## src/rtl/commit_pkg.sv

```systemverilog
package commit_pkg;
  typedef struct packed {
    logic anyRemoved;
    logic storeCommitted;
    logic fullWidth;
    logic trapStart;
  } retireStrobe_t;
endpackage

```

## src/rtl/commit_ctrl.sv

```systemverilog
module commit_ctrl
  import commit_pkg::*;
#(
  parameter int W        = 4,
  parameter int NT       = 2,
  parameter int SEQW     = 16,
  parameter int TRAP_LAT = 3,
  localparam int TIDW    = (NT > 1) ? $clog2(NT) : 1,
  localparam int CNTW    = $clog2(W + 1),
  localparam int TCW     = $clog2(TRAP_LAT + 1)
) (
  input  logic                      clk,
  input  logic                      rst_n,
  input  logic [W-1:0]              slotValid,
  input  logic [W-1:0][TIDW-1:0]    slotTid,
  input  logic [W-1:0]              slotReady,
  input  logic [W-1:0]              slotSquashed,
  input  logic [W-1:0]              slotExecuted,
  input  logic [W-1:0]              slotNonSpec,
  input  logic [W-1:0]              slotLoad,
  input  logic [W-1:0]              slotStore,
  input  logic [W-1:0]              slotFault,
  input  logic [W-1:0][SEQW-1:0]    slotSeq,
  input  logic                      storesPending,
  output logic [W-1:0]              retireMask,
  output logic [W-1:0]              commitMask,
  output logic [CNTW-1:0]           commitCount,
  output logic [CNTW-1:0]           removedCount,
  output logic                      nsReqValid,
  output logic [SEQW-1:0]           nsReqSeq,
  output logic                      uncachedReq,
  output logic [TIDW-1:0]           trapTid,
  output logic [NT-1:0]             trapPending,
  output logic [NT-1:0]             trapFire,
  output retireStrobe_t             strobe
);
  logic [NT-1:0]          pendQ;
  logic [NT-1:0][TCW-1:0] cntQ;

  // Age-ordered walk over the head candidates
  always_comb begin
    logic alive;
    logic serialOk;
    retireMask   = '0;
    commitMask   = '0;
    commitCount  = '0;
    removedCount = '0;
    nsReqValid   = 1'b0;
    nsReqSeq     = '0;
    uncachedReq  = 1'b0;
    trapTid      = '0;
    strobe       = '0;
    alive        = 1'b1;
    for (int i = 0; i < W; i++) begin
      serialOk = (commitCount == '0) && !storesPending;
      if (alive) begin
        if (!slotValid[i] || !slotReady[i]) begin
          alive = 1'b0;
        end else if (slotSquashed[i]) begin
          retireMask[i] = 1'b1;
          removedCount  = removedCount + CNTW'(1);
        end else if (pendQ[slotTid[i]]) begin
          alive = 1'b0;
        end else if (slotFault[i]) begin
          if (serialOk) begin
            strobe.trapStart = 1'b1;
            trapTid          = slotTid[i];
          end
          alive = 1'b0;
        end else if (!slotExecuted[i]) begin
          if (slotNonSpec[i] && serialOk) begin
            nsReqValid = 1'b1;
            nsReqSeq   = slotSeq[i];
          end else if (!slotNonSpec[i] && slotLoad[i] && serialOk) begin
            uncachedReq = 1'b1;
          end
          alive = 1'b0;
        end else begin
          retireMask[i] = 1'b1;
          commitMask[i] = 1'b1;
          commitCount   = commitCount + CNTW'(1);
          removedCount  = removedCount + CNTW'(1);
          if (slotStore[i]) strobe.storeCommitted = 1'b1;
        end
      end
    end
    strobe.anyRemoved = (removedCount != '0);
    strobe.fullWidth  = (commitCount == CNTW'(W));
  end

  // Per-thread trap countdown
  for (genvar t = 0; t < NT; t++) begin : g_trap
    assign trapFire[t] = pendQ[t] && (cntQ[t] == '0);
    always_ff @(posedge clk or negedge rst_n) begin
      if (!rst_n) begin
        pendQ[t] <= 1'b0;
        cntQ[t]  <= '0;
      end else if (strobe.trapStart && (trapTid == TIDW'(t))) begin
        pendQ[t] <= 1'b1;
        cntQ[t]  <= TCW'(TRAP_LAT - 1);
      end else if (trapFire[t]) begin
        pendQ[t] <= 1'b0;
      end else if (pendQ[t]) begin
        cntQ[t] <= cntQ[t] - TCW'(1);
      end
    end
  end

  assign trapPending = pendQ;
endmodule

```

## src/rtl/commit_dp.sv

```systemverilog
module commit_dp
  import commit_pkg::*;
#(
  parameter int W          = 4,
  parameter int NT         = 2,
  parameter int SEQW       = 16,
  parameter int PCW        = 32,
  parameter int INST_BYTES = 4,
  parameter int DEPTH      = 16,
  parameter int HW         = 16,
  localparam int TIDW      = (NT > 1) ? $clog2(NT) : 1,
  localparam int CNTW      = $clog2(W + 1),
  localparam int OCCW      = $clog2(DEPTH + 1)
) (
  input  logic                      clk,
  input  logic                      rst_n,
  input  logic [W-1:0]              commitMask,
  input  logic [W-1:0][TIDW-1:0]    slotTid,
  input  logic [W-1:0][SEQW-1:0]    slotSeq,
  input  logic [CNTW-1:0]           commitCount,
  input  logic [CNTW-1:0]           removedCount,
  input  logic                      storesPending,
  input  logic [OCCW-1:0]           robCount,
  input  retireStrobe_t             strobe,
  output logic                      doneValid,
  output logic [SEQW-1:0]           doneSeq,
  output logic                      freeValid,
  output logic [OCCW-1:0]           freeCount,
  output logic                      emptyReport,
  output logic [NT-1:0][PCW-1:0]    pcOut,
  output logic [W:0][HW-1:0]        histCount,
  output logic [HW-1:0]             fullWidthCycles
);
  logic [NT-1:0][CNTW-1:0] threadCnt;

  always_comb begin
    doneSeq   = '0;
    threadCnt = '0;
    for (int i = 0; i < W; i++) begin
      if (commitMask[i]) begin
        doneSeq = slotSeq[i];
        for (int t = 0; t < NT; t++)
          if (slotTid[i] == TIDW'(t)) threadCnt[t] = threadCnt[t] + CNTW'(1);
      end
    end
  end

  assign doneValid   = (commitCount != '0);
  assign freeValid   = strobe.anyRemoved;
  assign freeCount   = OCCW'((OCCW + 1)'(DEPTH) - (OCCW + 1)'(robCount) + (OCCW + 1)'(removedCount));
  assign emptyReport = (robCount == OCCW'(removedCount)) && !storesPending && !strobe.storeCommitted;

  for (genvar t = 0; t < NT; t++) begin : g_pc
    always_ff @(posedge clk or negedge rst_n) begin
      if (!rst_n) pcOut[t] <= '0;
      else        pcOut[t] <= pcOut[t] + PCW'(threadCnt[t]) * PCW'(INST_BYTES);
    end
  end

  for (genvar k = 0; k <= W; k++) begin : g_hist
    always_ff @(posedge clk or negedge rst_n) begin
      if (!rst_n) histCount[k] <= '0;
      else if (commitCount == CNTW'(k)) histCount[k] <= histCount[k] + HW'(1);
    end
  end

  always_ff @(posedge clk or negedge rst_n) begin
    if (!rst_n)                fullWidthCycles <= '0;
    else if (strobe.fullWidth) fullWidthCycles <= fullWidthCycles + HW'(1);
  end
endmodule

```

## src/rtl/commit_retire.sv

```systemverilog
module commit_retire
  import commit_pkg::*;
#(
  parameter int W          = 4,
  parameter int NT         = 2,
  parameter int SEQW       = 16,
  parameter int PCW        = 32,
  parameter int INST_BYTES = 4,
  parameter int DEPTH      = 16,
  parameter int HW         = 16,
  parameter int TRAP_LAT   = 3,
  localparam int TIDW      = (NT > 1) ? $clog2(NT) : 1,
  localparam int CNTW      = $clog2(W + 1),
  localparam int OCCW      = $clog2(DEPTH + 1)
) (
  input  logic                      clk,
  input  logic                      rst_n,
  input  logic [W-1:0]              slotValid,
  input  logic [W-1:0][TIDW-1:0]    slotTid,
  input  logic [W-1:0]              slotReady,
  input  logic [W-1:0]              slotSquashed,
  input  logic [W-1:0]              slotExecuted,
  input  logic [W-1:0]              slotNonSpec,
  input  logic [W-1:0]              slotLoad,
  input  logic [W-1:0]              slotStore,
  input  logic [W-1:0]              slotFault,
  input  logic [W-1:0][SEQW-1:0]    slotSeq,
  input  logic                      storesPending,
  input  logic [OCCW-1:0]           robCount,
  output logic [W-1:0]              retireMask,
  output logic [CNTW-1:0]           commitCount,
  output logic                      doneValid,
  output logic [SEQW-1:0]           doneSeq,
  output logic                      nsReqValid,
  output logic [SEQW-1:0]           nsReqSeq,
  output logic                      uncachedReq,
  output logic                      trapStart,
  output logic [TIDW-1:0]           trapTid,
  output logic [NT-1:0]             trapPending,
  output logic [NT-1:0]             trapFire,
  output logic                      freeValid,
  output logic [OCCW-1:0]           freeCount,
  output logic                      emptyReport,
  output logic [NT-1:0][PCW-1:0]    pcOut,
  output logic [W:0][HW-1:0]        histCount,
  output logic [HW-1:0]             fullWidthCycles
);
  retireStrobe_t   strobe;
  logic [W-1:0]    commitMask;
  logic [CNTW-1:0] removedCount;

  commit_ctrl #(.W(W), .NT(NT), .SEQW(SEQW), .TRAP_LAT(TRAP_LAT)) u_ctrl (
    .clk, .rst_n, .slotValid, .slotTid, .slotReady, .slotSquashed,
    .slotExecuted, .slotNonSpec, .slotLoad, .slotStore, .slotFault, .slotSeq,
    .storesPending, .retireMask, .commitMask, .commitCount, .removedCount,
    .nsReqValid, .nsReqSeq, .uncachedReq, .trapTid, .trapPending, .trapFire,
    .strobe
  );

  commit_dp #(.W(W), .NT(NT), .SEQW(SEQW), .PCW(PCW), .INST_BYTES(INST_BYTES),
              .DEPTH(DEPTH), .HW(HW)) u_dp (
    .clk, .rst_n, .commitMask, .slotTid, .slotSeq, .commitCount, .removedCount,
    .storesPending, .robCount, .strobe, .doneValid, .doneSeq, .freeValid,
    .freeCount, .emptyReport, .pcOut, .histCount, .fullWidthCycles
  );

  assign trapStart = strobe.trapStart;
endmodule

```

## config.mk

```make
export PLATFORM = sky130hd
export DESIGN_NAME = commit_retire
export DESIGN_NICKNAME = d
export VERILOG_FILES = /design/src/rtl/commit_pkg.sv /design/src/rtl/commit_ctrl.sv /design/src/rtl/commit_dp.sv /design/src/rtl/commit_retire.sv
export SDC_FILE = /design/constraint.sdc
export NUM_CORES = 1
export LEC_CHECK = 0
export BUFFER_PORTS_ARGS = -buffer_cell sky130_fd_sc_hd__buf_2
export CAP_MARGIN = 0
export CORE_MARGIN = 1.5
export CORE_UTILIZATION = 45
export DETAILED_ROUTE_END_ITERATION = 10
export MAX_ROUTING_LAYER = met4
export PLACE_DENSITY = 0.73
export SLEW_MARGIN = 10
export SYNTH_ARGS = -nofsm -noshare
export SYNTH_HDL_FRONTEND = slang
export SYNTH_HIERARCHICAL = 1
export SYNTH_SLANG_ARGS = --single-unit
```

## constraint.sdc

```tcl
create_clock -name clk -period 12.1 [get_ports clk]
set_input_delay 2.42 -clock clk [delete_from_list [all_inputs] [get_ports clk]]
set_output_delay 2.42 -clock clk [all_outputs]
set_load 0.1 [all_outputs]
```

==> key figures <==
STA
  • Max-slew headroom: 24.0%
  • Pins Over Slew Limit: 0
  • RSZ-0062 raised after global routing: false
  • Setup TNS: 0 ns
  • Tmin final: 9.81 ns
  • Tcrit/Tclk final: 81.1%
  • Setup WS post-layout: 2.29 ns
  • Worst slew pin tran: 1.14 ns
  • Final setup fails: 0
  • Max Freq: 0.102 GHz
  • Final hold violations: 0
  • Fin Hold WS: 0.462 ns
  • Clock skew: 0.0125 ns

Clocking
  • Clock Tree Buf Depth: 2
  • CTS Buf Count: 17
  • H-tree Lvls: 4
  • Clk_lat worst skew: 0.42 ns
  • CTS tree: yes
  • # resized after CTS: 0
  • CTS clk-pin slew, worst paths: 0.07 ns
  • TritonCTS Sinks: 162
  • Hold buffers post-CTS: 0
  • CTS Root Cell: clkbuf_16
  • Post-CTS setup buffers: 0

Pwr
  • Switching Fraction: 40.4%
  • PwrDens: 140 mW/mm2
  • Final Total Pwr: 1.64 mW
  • Switch Pwr: 0.663 mW
  • Combinational share of power: 30.2%
  • Clock power frac: 31.9%
  • P_int: 0.979 mW
  • Peak VDD IR: 0.0918 mV
  • Leak: 6.17 nW
  • Part of the power in registers: 37.9%

Critical path
  • Most common cell on crit path: ha_1
  • CP bufs+invs: 4
  • Critical path required time: 9.68 ns
  • Critical Path Sink Type: output port
  • Largest stage delay on the critical path: 0.85 ns
  • CP Launch Type: input port
  • CP top delay family: simple AND/OR/NAND/NOR gates
  • Crit-path cells: buf_2 > mux2_2 > or3_1 > nor3b_1 > ha_1 > nor4_1 > a211oi_2 > inv_1 > ha_1 > mux2i_1 > ha_1 > inv_1 > a2111o_1 > nor4b_4 > a221o_2 > buf_2
  • Crit path max fanout: 17
  • Worst path arrival time: 7.39 ns
  • CP max stage cell: nor4b_4
  • CP Class: input port to output port

Detailed routing
  • DR vias: 8374
  • DRT Pass-1 Iters: 6
  • Avg WL per Cell: 17.4 um
  • Wirelength, routed: 26700 um
  • Drc violations: 0
  • DR iter-0 viols: 603
  • Antenna Nets Post-Route: 0
  • Routed vias/inst: 5.47

Floorplanning
  • Die width: 147 um
  • Die Ht: 147 um
  • Total core area: 0.0203 mm2
  • Die area: 0.0217 mm2
  • I/O pin total: 323
  • Initial Utilization: 46.1%
  • FP Rows: 52

Layout
  • Design area: 0.0118 mm2
  • Antenna diodes: 0
  • Fillers: 1785
  • Area Overhead vs Synth: 25.7%
  • Layout cells sized above 1: 31.0%
  • # nets final: 1388

Global route
  • Gr usage total: 25.2%
  • Number of global-route vias before repair: 8091
  • Largest net degree at the start of global routing: 91
  • Initial antenna violation count: 0
  • First-pass GRT wire length: 42600 um
  • Total gr overflow: 0

Yosys
  • Most common cell in the netlist: dfrtp_1
  • Yosys reg bits: 162
  • Synth cell types: 67
  • Mapped Area: 0.00937 mm2
  • Register area share after synthesis: 43.3%
  • Synth top cells by count: dfrtp_1 (162), xnor2_1 (114), nand2_1 (102)
  • Yosys top cell area share: 43.3%
  • Top cells by area, synth: dfrtp_1 (43%), xnor2_1 (11%), xor2_1 (4.4%), nand2_1 (4.1%), ha_1 (4.0%)
  • Mapped Avg Cell Area: 10.0 um2
  • Synth area leader: dfrtp_1
  • Synth warnings: 6
  • Syn Inst Count: 932
  • Synth Flop Type: dfrtp_1
  • Ys async rst share: 100%
  • EDFF count, synth: 0

Place
  • Post-Place Worst Slack: 2.42 ns
  • # port buffers: 318
  • Final HPWL DP: 20200 um
  • Global placement routability congestion: 1.02
  • Placed inst area: 0.0112 mm2

Outcome
  • Status: finished clean

Run
  • Max Cap Viol: 0

Hold path
  • HP Class: flop to flop
area by class of cell:
type	instances	area (um2)	share of cell area, %
clock buffer	19	453	3.85
clock inverter	13	123	1.04
inverter	46	173	1.47
multi-input combinational	698	5000	42.5
sequential	162	4050	34.4
tap	270	338	2.87
timing repair buffer	322	1630	13.8
worst register-to-register path, cell delays in order (launching register included):
cell	delay, ns
dfrtp_1	0.49
mux2_2	0.38
o31ai_2	0.46
nand2_1	0.25
inv_1	0.17
nand2_1	0.09
inv_1	0.85
mux2i_1	0.30
ha_1	0.39
nor2_1	0.05
a21oi_1	0.73
nand4_1	0.23
nor4b_1	0.93
nand4_1	0.22
xnor2_1	0.18
power by group through the flow:
stage / registers [mW] / logic (mW) / clock network, mW
after floorplan: 0.846 / 0.164 / 0
after global placement: 0.629 / 0.489 / 0
after detailed placement: 0.631 / 0.494 / 0
after CTS: 0.622 / 0.497 / 0.534
after global routing: 0.629 / 0.524 / 0.558
final: 0.622 / 0.496 / 0.523
state kept, by name, indices dropped and copies added (netlist names):
register              count
u_dp/histCount           80
u_dp/pcOut               60
u_dp/fullWidthCycles     16
u_ctrl/cntQ               4
u_ctrl/trapPending        2
worst paths after layout:
path	startpoint	end	slack, ns	cells after the start
max	slotTid[0]	nsReqSeq[11]	2.29	16
min	u_dp/histCount[31]	u_dp/histCount[31]	0.46	1
max in group asynchronous	rst_n	u_dp/pcOut[21]	8.58	2
max reg2reg	u_ctrl/trapPending[1]	u_dp/histCount[47]	6.28	14
min in group asynchronous	rst_n	u_dp/histCount[45]	2.07	1
min reg2reg	u_dp/histCount[31]	u_dp/histCount[31]	0.46	1
metal layers:
metal	vias up	track usage [%]	wire length, um
met5	-	-	0
met4	0	6.90	464
met3	33	6.21	1880
met2	306	37.9	12200
met1	4070	34.1	12100
li1	3965	-	-
layout by cell type (no fill, tap or decap), types with 4 or more instances in the layout:
master	count
inv_1	46
dfrtp_1	162
a222oi_1	9
a221oi_1	17
nand4_1	45
and4_1	9
buf_4	4
inv_6	4
nand3b_1	5
or3_1	4
o21ai_0	4
ha_1	30
a22o_1	7
clkbuf_16	17
nor4_1	15
a221o_2	5
nor2b_1	20
nand2_1	102
nor3b_1	4
mux2_2	15
nand4b_1	5
and2_1	7
xnor2_1	114
clkinvlp_4	4
nor2_1	36
xor2_1	47
a21oi_1	12
o31ai_1	16
nand3_1	58
nor3_1	26
conb_1	4
buf_2	317
and3_1	26
nand2b_1	5
per-stage QoR:
step | utilization, % | std cells
6_report | 58.0 | 1530
4_1_cts | 58.0 | 1530
3_3_place_gp | 55.1 | 1498
2_1_floorplan | - | 935
5_1_grt | 58.0 | 1530
3_5_place_dp | 55.1 | 1498
cell families (layout without fill, tap and decap cells):
family / count (synthesis) / after routing / share of synthesized area, %
AO/OA/AOI/OAI: 98 / 98 / 8.90
XOR/XNOR: 161 / 161 / 15.1
adder cells (fa/ha/maj): 33 / 33 / 4.65
buffers and inverters: 75 / 400 / 3.45
flip-flops: 162 / 162 / 43.3
multiplexers: 19 / 19 / 2.28
other: 1 / 4 / 0.0400
AND/OR/NAND/NOR: 383 / 383 / 22.3
(Power assumes the default switching activity.)
